[config.mk]
export PLATFORM = sky130hd
export DESIGN_NAME = pix_hit_buffer
export DESIGN_NICKNAME = d
export VERILOG_FILES = /design/src/rtl/pix_hit_pkg.sv /design/src/rtl/pix_hit_ctrl.sv /design/src/rtl/pix_hit_dpath.sv /design/src/rtl/pix_hit_buffer.sv
export SDC_FILE = /design/constraint.sdc
export NUM_CORES = 1
export LEC_CHECK = 0
export ABC_AREA = 0
export BUFFER_PORTS_ARGS = -buffer_cell sky130_fd_sc_hd__buf_4
export CORE_MARGIN = 2
export CORE_UTILIZATION = 50
export CTS_BUF_LIST = sky130_fd_sc_hd__clkbuf_4
export CTS_CLUSTER_SIZE = 14
export DETAILED_ROUTE_END_ITERATION = 10
export GPL_TIMING_DRIVEN = 0
export HOLD_SLACK_MARGIN = 0.02
export PLACE_DENSITY = 0.87
export SETUP_SLACK_MARGIN = 0.05
export SLEW_MARGIN = 20
export SYNTH_ARGS = -nofsm -noshare
export SYNTH_HDL_FRONTEND = slang
export SYNTH_SLANG_ARGS = --single-unit
[constraint.sdc]
create_clock -name clk -period 1.14 [get_ports clk]
set_input_delay 0.228 -clock clk [delete_from_list [all_inputs] [get_ports clk]]
set_output_delay 0.228 -clock clk [all_outputs]
set_load 0.01 [all_outputs]
[src/rtl/pix_hit_pkg.sv]
`timescale 1ns/1ps
package pix_hit_pkg;
  // strobes from control to datapath for one clock cycle
  typedef struct packed {
    logic wrEn;   // write an event entry this cycle
    logic wrBit;  // value written: a held hit expired this cycle
    logic rdEn;   // load the addressed entry into the output bit
  } cellStrobe_t;
endpackage

[src/rtl/pix_hit_ctrl.sv]
`timescale 1ns/1ps
module pix_hit_ctrl
  import pix_hit_pkg::*;
#(
  parameter int UNITS = 2
) (
  input  logic             clk,
  input  logic             rstN,
  input  logic             hitIn,
  input  logic             trigger,
  input  logic             readStrobe,
  input  logic [UNITS-1:0] match,
  output logic [UNITS-1:0] capture,
  output logic [UNITS-1:0] busyVec,
  output cellStrobe_t      strb,
  output logic             ovfFlag
);
  logic [UNITS-1:0] busyQ;
  logic [UNITS-1:0] expire;
  logic             taken;

  always_comb begin
    expire  = busyQ & match;
    capture = '0;
    taken   = 1'b0;
    // lowest free unit takes the hit; a unit expiring now is not yet free
    for (int i = 0; i < UNITS; i++) begin
      if (hitIn && !busyQ[i] && !taken) begin
        capture[i] = 1'b1;
        taken      = 1'b1;
      end
    end
    strb.wrEn  = trigger;
    strb.wrBit = |expire;
    strb.rdEn  = readStrobe;
  end

  always_ff @(posedge clk) begin
    if (!rstN) begin
      busyQ   <= '0;
      ovfFlag <= 1'b0;
    end else begin
      busyQ   <= (busyQ & ~expire) | capture;
      ovfFlag <= ovfFlag | (hitIn & ~taken);
    end
  end

  assign busyVec = busyQ;
endmodule

[src/rtl/pix_hit_dpath.sv]
`timescale 1ns/1ps
module pix_hit_dpath
  import pix_hit_pkg::*;
#(
  parameter int STAMP_W = 8,
  parameter int UNITS   = 2,
  parameter int DEPTH   = 4,
  localparam int ADDR_W = $clog2(DEPTH)
) (
  input  logic               clk,
  input  logic               rstN,
  input  logic [STAMP_W-1:0] stampBus,
  input  logic [UNITS-1:0]   capture,
  input  cellStrobe_t        strb,
  input  logic [ADDR_W-1:0]  wrAddr,
  input  logic [ADDR_W-1:0]  rdAddr,
  output logic [UNITS-1:0]   match,
  output logic [DEPTH-1:0]   memVec,
  output logic               hitOut
);
  function automatic logic [ADDR_W-1:0] grayToBin(input logic [ADDR_W-1:0] g);
    logic [ADDR_W-1:0] b;
    b[ADDR_W-1] = g[ADDR_W-1];
    for (int i = ADDR_W - 2; i >= 0; i--) b[i] = b[i+1] ^ g[i];
    return b;
  endfunction

  // one latched time stamp per delay unit
  for (genvar u = 0; u < UNITS; u++) begin : gUnit
    logic [STAMP_W-1:0] stampQ;
    always_ff @(posedge clk) begin
      if (!rstN)           stampQ <= '0;
      else if (capture[u]) stampQ <= stampBus;
    end
    assign match[u] = (stampQ == stampBus);
  end

  logic [DEPTH-1:0] memQ;
  always_ff @(posedge clk) begin
    if (!rstN)          memQ <= '0;
    else if (strb.wrEn) memQ[grayToBin(wrAddr)] <= strb.wrBit;
  end

  always_ff @(posedge clk) begin
    if (!rstN)          hitOut <= 1'b0;
    else if (strb.rdEn) hitOut <= memQ[grayToBin(rdAddr)];
  end

  assign memVec = memQ;
endmodule

[src/rtl/pix_hit_buffer.sv]
`timescale 1ns/1ps
module pix_hit_buffer
  import pix_hit_pkg::*;
#(
  parameter int STAMP_W = 8,
  parameter int UNITS   = 2,
  parameter int DEPTH   = 4,
  localparam int ADDR_W = $clog2(DEPTH)
) (
  input  logic               clk,
  input  logic               rstN,
  input  logic               discHit,
  input  logic               testPulse,
  input  logic               cfgMask,
  input  logic               cfgTestEn,
  input  logic [STAMP_W-1:0] stampBus,
  input  logic               trigger,
  input  logic [ADDR_W-1:0]  wrAddr,
  input  logic [ADDR_W-1:0]  rdAddr,
  input  logic               readStrobe,
  output logic               hitOut,
  output logic               ovfFlag
);
  logic             hitIn;
  logic [UNITS-1:0] match;
  logic [UNITS-1:0] capture;
  logic [UNITS-1:0] busyVec;
  logic [DEPTH-1:0] memVec;
  cellStrobe_t      strb;

  assign hitIn = (discHit | (testPulse & cfgTestEn)) & ~cfgMask;

  pix_hit_ctrl #(.UNITS(UNITS)) ctrl (
    .clk(clk), .rstN(rstN), .hitIn(hitIn), .trigger(trigger),
    .readStrobe(readStrobe), .match(match), .capture(capture),
    .busyVec(busyVec), .strb(strb), .ovfFlag(ovfFlag)
  );

  pix_hit_dpath #(.STAMP_W(STAMP_W), .UNITS(UNITS), .DEPTH(DEPTH)) dpath (
    .clk(clk), .rstN(rstN), .stampBus(stampBus), .capture(capture),
    .strb(strb), .wrAddr(wrAddr), .rdAddr(rdAddr), .match(match),
    .memVec(memVec), .hitOut(hitOut)
  );
endmodule

# After elaboration in Yosys (flattened, before gate mapping)
# Cells that the tools add are included.
# Widths: inputs -> output; s select.
[classes]
n_eq_ne = 2
muxes = 8
reduce_logical = 8
n_lt_le_gt_ge = 3
n_bitwise = 13
[ops]
columns = ["operator", "n"]
rows = [
  ["$eq 8x8->1", 2],
  ["$lt 2x3->1 const B", 2],
  ["$mux 1", 5],
  ["$and 2x2->2", 2],
  ["$bwmux 4", 1],
  ["$logic_and 1x1->1", 4],
  ["$and 1x1->1", 3],
  ["$logic_not 1->1", 3],
  ["$bmux 1 s2", 1],
  ["$demux 1 s2", 1],
  ["$ge 2x1->1 const B", 1],
  ["$not 1->1", 2],
  ["$not 2->2", 1],
  ["$or 1x1->1", 2],
  ["$or 2x2->2", 1],
  ["$reduce_or 2->1", 1],
  ["$xor 1x1->1", 2],
]
[word_totals]
word_cells = 40
inputBits = 20
out_inout_bits = 2
regBits = 24

# Logic depth before layout (Yosys ltp)
# Gate-level depths: netlist (run 1).
[depth]
ltp_word = 11
depth_mapped = 5
mapped_depth_nobuf = 5

# Hierarchy
# Synthesis (run 1) repeated with hierarchy kept, for this count alone.
[hier_totals]
hier_cells = 113
area_unflattened_um2 = 1153.6
[modules_own_cells]
columns = ["mod", "instances", "area_each_um2", "cells_each", "seq_area_each_um2"]
rows = [
  ["pix_hit_dpath", 1, 1002.2, 94, 420.4],
  ["pix_hit_ctrl", 1, 142.6, 17, 60.1],
  ["pix_hit_buffer", 1, 8.8, 2, 0.0],
]

# Worst setup path before layout (run 1)
# Ideal clock, no wire load.
[synth_path]
path_type = "register to register"
from = "register ctrl.busyQ[0], in the netlist ctrl.busyVec[0]"
to = "register dpath.gUnit[1].stampQ[2]"
t_required_ns = 1.023
path_buffers = 1
setup_time_ns = 0.117
period_less_slack_ns = 1.158
setup_slack_ns = -0.018
t_arrival_ns = 1.041
path_stages_with_launch = 5
path_cell_list = "dfxtp_1 -> nor4b_2 -> buf_6 -> mux2i_1 -> nor2_1"
[synth_between]
elab_chain_cells = 6
[synth_lines]
columns = ["item", "line_no", "rtl"]
rows = [
  ["from (decl)", "pix_hit_ctrl.sv:18", "logic [UNITS-1:0] busyQ;"],
  ["from (signal assigned)", "pix_hit_ctrl.sv:43", "busyQ <= (busyQ & ~expire) | capture;"],
  ["$logic_not 1->1", "pix_hit_ctrl.sv:28", "if (hitIn && !busyQ[i] && !taken) begin"],
  ["$logic_and 1x1->1", "pix_hit_ctrl.sv:28", ""],
  ["$mux 1", "pix_hit_ctrl.sv:28", ""],
  ["$logic_not 1->1", "pix_hit_ctrl.sv:28", ""],
  ["$logic_and 1x1->1", "pix_hit_ctrl.sv:28", ""],
  ["$mux 1", "pix_hit_ctrl.sv:28", ""],
  ["to (signal assigned)", "pix_hit_dpath.sv:33", "else if (capture[u]) stampQ <= stampBus;"],
  ["to (decl)", "pix_hit_dpath.sv:30", "logic [STAMP_W-1:0] stampQ;"],
]
# No other way between the ends.
# A chain may end at the register's enable or synchronous reset.

# Final worst setup path (run 1)
[layout_path]
from = "register dpath.gUnit[0].stampQ[3]"
to = "register dpath.memQ[1], in the netlist dpath.memVec[1]"
[layout_between]
elab_chain_cells = 4
[layout_lines]
columns = ["item", "line_no", "rtl"]
rows = [
  ["from (decl)", "pix_hit_dpath.sv:30", ""],
  ["from (signal assigned)", "pix_hit_dpath.sv:33", ""],
  ["$eq 8x8->1", "pix_hit_dpath.sv:35", "assign match[u] = (stampQ == stampBus);"],
  ["$and 2x2->2", "pix_hit_ctrl.sv:23", "expire = busyQ & match;"],
  ["$reduce_or 2->1", "pix_hit_ctrl.sv:34", "strb.wrBit = |expire;"],
  ["$bwmux 4", "pix_hit_dpath.sv:41", "else if (strb.wrEn) memQ[grayToBin(wrAddr)] <= strb.wrBit;"],
  ["to (signal, indexed assignment)", "pix_hit_dpath.sv:41", ""],
  ["to (decl)", "pix_hit_dpath.sv:38", "logic [DEPTH-1:0] memQ;"],
]
# No other way between the ends.

==> impl_metrics.ini, run 1 <==
[run_status]
status = finished, violations left
violations = negative setup slack

[sta]
period_share = 1.12
finalWorstSetupSlack_ns = -0.135
worstMarginPinSlew_ns = 0.306
rsz0062_at_grt = true
finalHoldWorstSlack_ns = 0.152
setup_viol = 16
slew_headroom = 0.796
finalMaxSlewViolations = 0
max_freq_mhz = 784
clock_skew_ns = 0.00217
final_hold_viol_count = 0
min_period_ns = 1.27

[floorplan]
start_util = 0.519
coreArea_um2 = 2170
io_pins = 22
dieArea_um2 = 2650
rows = 17
fp.dieW_um = 51.5
die_h_um = 51.5

[detailed_routing]
ant_nets = 0
vias_per_cell = 5.54
drtIter0Drc = 15
wire_per_inst_um = 14.2
vias = 941
drc = 0
wl_mm = 2.42
drt_first_pass_iters = 4

[synth]
async_flop_share = 0
synth_edf_count = 0
ys_ff_latch = 24
yosysSeqAreaShare = 0.427
synth.cell_area_um2 = 1130
synth_warnings = 0
synth-main-ff-cell = dfxtp_1
syn_area_per_cell_um2 = 9.79
syn-num-nets = 135
synth_cell_types = 21
syn_inst = 115

[cts]
clk_latency_ns = 0.31
ctsRootBufferMaster = clkbuf_4
clk_transition_reported_paths_ns = 0.12
cts_tree = yes
numCtsBuffers = 3
htree_levels = 1
clock_path_buffers = 2
cts.sinks = 24
cts_hold_buf = 0

[worst_setup_path]
setup.worst_path.end_class = flop
start_kind = flop
worst_ep_required_time_ns = 1.37
crit_path_max_incr_delay_ns = 0.36
worst-r2r-cell-count = 5
arrival_ns = 1.50
path_max_fanout = 4
worstSetupPathType = flop to flop
critical_path.slowest_cell = dfxtp_2
path_cells = xnor2_2 > nand4_1 > nor3_2 > nor2_2 > o41ai_2

[placement]
routabilityCongestion = 0.736
dp_hpwl_mm = 1.69
numPortBuffers = 20

[hold_path]
hold_class = input port to flop
min_path_cells = 2

[final_layout]
n_antenna_cell = 0
multi_input_area_um2 = 691
seqCellArea_um2 = 503
final_util = 0.678
num-fill-cells = 172
area_delta_synth_final_pct = 30.6
drive_above_1_share = 0.423
nets = 163

[global_route]
grt_max_degree = 14
antenna_found_initial = 0
grt_pass1_vias = 894
grtUsageTotal = 0.198
grt_pass1_wl_mm = 3.89
grt-ovfl-total = 0

[pwr]
finalPower_mw = 1.56
max-vdd-ir-drop_v = 0.000992
pwr_density_cell_nw_per_um2 = 1060
leakage_nw = 0.554

[run]
max-cap-violations = 0
-- where the power goes --
group | internal, mW | switching (mW)
registers | 0.869 | 0.0286
clock network | 0.128 | 0.240
logic | 0.157 | 0.135
-- state kept, by name, summed over array words and instances (netlist names) --
register	count
dpath.memVec	4
ctrl.busyVec	2
ctrl.ovfFlag	1
dpath.hitOut	1
dpath.gUnit.stampQ	16
-- layout make-up --
cell class              count  area share
clock inverters             1     0.00255
multi-input cells          86       0.470
well taps                  28      0.0238
repair buffers             23       0.126
inverters                   1     0.00255
clock buffers               3      0.0153
plain buffers               4      0.0179
flip-flops and latches     24       0.342
-- per-stage QoR --
stage                     setup TNS [ns]  cells  setup WS (ns)  instance area [µm²]
final                             -0.747    170         -0.135                 1470
after global routing               -2.26    170         -0.222                 1470
after CTS                         -0.695    169         -0.114                 1420
after detailed placement           -2.26    163         -0.188                 1330
after global placement             -1.62    163         -0.126                 1330
after floorplan                        0    115         0.0409                 1140
-- routing by layer --
metal	GRT usage	share of wire
met1	0.221	0.41
met2	0.374	0.54
met3	0.0351	0.039
met4	0.0658	0.0054
met5	0	0
-- synth_stat cells (2+ instances only) --
cell type,number,share of area
nor3_2,2,0.018
nor2_1,22,0.073
o211ai_1,2,0.013
nand2_1,5,0.017
mux2i_1,17,0.15
a21oi_1,2,0.0089
xnor2_1,16,0.12
o21ai_0,4,0.018
dfxtp_1,24,0.43
buf_2,3,0.013
nand4_1,3,0.017
nand3_1,6,0.027
-- worst paths after layout --
kind | from | slack (ns) | to
max | dpath.gUnit[0].stampQ[3] | -0.13 | dpath.memVec[1]
min reg2reg | dpath.memVec[0] | 0.49 | dpath.memVec[0]
max reg2reg | dpath.gUnit[0].stampQ[3] | -0.13 | dpath.memVec[1]
min | wrAddr[1] | 0.15 | dpath.memVec[1]
-- kinds of logic (layout without fill, tap and decap cells) --
logic type / count (synthesis) / in the layout / synth area share
and+or+nand+nor: 42 / 42 / 0.191
AOI/OAI and AO/OA: 10 / 10 / 0.0600
buffers and inverters: 5 / 32 / 0.0267
muxes: 18 / 18 / 0.171
DFF: 24 / 24 / 0.427
xor gates and xnor gates: 16 / 16 / 0.124
-- layout by cell type, fill, tap and decap left out, drive strengths merged, types with 2 or more instances in the layout --
master,Yosys,layout
buf,4,27
dfxtp,24,24
nor2,22,22
mux2i,17,17
xnor2,16,16
nand3,6,6
nand2,5,5
nor3,4,4
o21ai,4,4
nand4,3,3
clkbuf,0,3
o211ai,2,2
a21oi,2,2
-- worst max-delay path, delay by kind of cell (launching register included) --
family                    cells  cell delay, ns
AOI/OAI and AO/OA             1            0.19
xor gates and xnor gates      1            0.17
DFF                           1            0.36
and+or+nand+nor               3            0.48
-- timing repair --
action / CTS / global route
setup endpoints to repair: 21 / 23
gates resized for setup: 13 / 12
pin swaps: 11 / 10
buffers inserted: 2 / 2
Power figures use the tool's default switching activity.
==> inputs of run 2 (changes only) <==
BUFFER_PORTS_ARGS = -buffer_cell sky130_fd_sc_hd__buf_2   (was -buffer_cell sky130_fd_sc_hd__buf_4)
==> impl_metrics.ini, run 2 (synthesized netlist as in run 1, its figures left out) <==
[run_status]
status = finished, violations left
violations = negative setup slack

[sta]
min_period_ns = 1.24
period_share = 1.08
worstMarginPinSlew_ns = 0.292
max_freq_mhz = 810
slew_headroom = 0.805
final_hold_viol_count = 0
rsz0062_at_grt = true
setup_viol = 13
finalHoldWorstSlack_ns = 0.175
finalMaxSlewViolations = 0
fin_tns_setup_ns = -0.644
finalWorstSetupSlack_ns = -0.0952
clock_skew_ns = 0.00205

[worst_setup_path]
setup.worst_path.end_class = flop
start_kind = flop
worst-r2r-cell-count = 4
rr_endpoint = dpath.gUnit[1].stampQ[1]
crit_path_max_incr_delay_ns = 0.42
cp-startpoint = ctrl.busyVec[0]
cp_num_buf_inv = 1
rrSetupSlack_ns = -0.1
path_cells = nor4b_4 > buf_6 > mux2i_1 > nor2_1
worst_ep_required_time_ns = 1.35
arrival_ns = 1.45
critPathTopFamily = flip-flops
worstSetupPathType = flop to flop
critical_path.slowest_cell = dfxtp_2
path_max_fanout = 8
r2r_start = ctrl.busyVec[0]

[hold_path]
hold_class = input port to flop
holdPathEnd = dpath.hitOut
min_path_cells = 3
holdCritStartpoint = readStrobe

[global_route]
grtUsageTotal = 0.193
antenna_found_initial = 0
grt-ovfl-total = 0
grt_max_degree = 14
grt_pass1_wl_mm = 3.71
grt_pass1_vias = 857

[final_layout]
final_util = 0.645
regMostFlops = dpath.gUnit.stampQ
final_area_um2 = 1400
nets = 164
layout_commonest_cell = buf_2
area_delta_synth_final_pct = 24.2
n_antenna_cell = 0
num-fill-cells = 194
layout_common_cells = buf_2 (23), nor2_1 (21), mux2i_1 (16)
largest_reg_flops = 16
drive_above_1_share = 0.399

[detailed_routing]
drc = 0
drt_first_pass_iters = 3
wire_per_inst_um = 13.1
drtIter0Drc = 2
wl_mm = 2.24
ant_nets = 0
vias_per_cell = 5.17
vias = 884

[floorplan]
start_util = 0.519
die_h_um = 51.5
rows = 17
dieArea_um2 = 2650
fp.dieW_um = 51.5
coreArea_um2 = 2170
io_pins = 22

[placement]
routabilityCongestion = 0.754
dpl_cell_area_um2 = 1280
numPortBuffers = 20
dp_hpwl_mm = 1.67

[cts]
cts_tree = yes
ctsRootBufferMaster = clkbuf_4
clock_path_buffers = 2
cts.sinks = 24
htree_levels = 1
numCtsBuffers = 3
clk_transition_reported_paths_ns = 0.13
cts_hold_buf = 0
clk_latency_ns = 0.31

[pwr]
pwr_density_cell_nw_per_um2 = 1100
p_switching_mw = 0.401
p_sw_frac = 0.261
p_clk_frac = 0.245
p_int_mw = 1.13
combPwrFrac = 0.169
seqPwrFrac = 0.586
leakage_nw = 0.523
max-vdd-ir-drop_v = 0.000732

[run]
max-cap-violations = 0
## run 2: cell types whose count changed in the layout (fill, tap and decap cells not counted), moves of 2 or more
cell     previous run  this run
xnor2_2             8         4
xnor2_1             8        12
dfxtp_1            10        12
buf_2               3        23
buf_4              22         3
dfxtp_4             2         0
## run 2: final cells by class
cell class / instances / area [µm²] / area share
clock inverter: 1 / 3.75 / 0.00268
multi-input combinational: 86 / 669 / 0.479
inverter: 1 / 3.75 / 0.00268
timing repair buffer: 24 / 143 / 0.102
sequential: 24 / 495 / 0.354
tap: 28 / 35.0 / 0.0250
clock buffer: 3 / 22.5 / 0.0161
buffer: 4 / 26.3 / 0.0188
## run 2: power groups by stage
| stage | sequential (mW) | combinational [mW] | clock, mW |
|---|---|---|---|
| after floorplan | 0.907 | 0.148 | 0 |
| after global placement | 0.910 | 0.220 | 0 |
| after detailed placement | 0.912 | 0.230 | 0 |
| after CTS | 0.894 | 0.246 | 0.390 |
| after global routing | 0.903 | 0.283 | 0.431 |
| final | 0.899 | 0.259 | 0.376 |
## run 2: layer usage
metal,vias to the layer above,part of all wire,GRT usage
met5,-,0,0
li1,453,-,-
met3,4,0.033,0.0292
met2,16,0.51,0.331
met1,411,0.43,0.229
met4,0,0.022,0.105
## run 2: how the worst max path moves through the flow
stage	endpoint	cells past startpoint
after detailed placement	dpath.gUnit[0].stampQ[3]	4
final	dpath.gUnit[1].stampQ[1]	4
after global placement	dpath.gUnit[0].stampQ[7]	4
after global routing	dpath.memVec[1]	5
after CTS	dpath.memVec[1]	5
after floorplan	dpath.gUnit[0].stampQ[0]	3
## run 2: repair_timing
item                                    4_1_cts  5_1_grt
gates resized for setup                       6       12
pin swaps                                     7       10
setup buffers                                 2        2
endpoints found under the setup margin       22       23
## run 2: metrics by stage
stage	instances	total power [mW]	worst slack, ns
6_report	171	1.53	-0.0952
4_1_cts	169	1.53	-0.111
2_1_floorplan	115	1.06	0.0409
3_3_place_gp	163	1.13	-0.134
5_1_grt	171	1.62	-0.213
3_5_place_dp	163	1.14	-0.177
## run 2: worst register-to-register path: stages, from the launching register on
cell     delay (ns)
dfxtp_2        0.42
nor4b_4        0.24
buf_6          0.20
mux2i_1        0.22
nor2_1         0.06
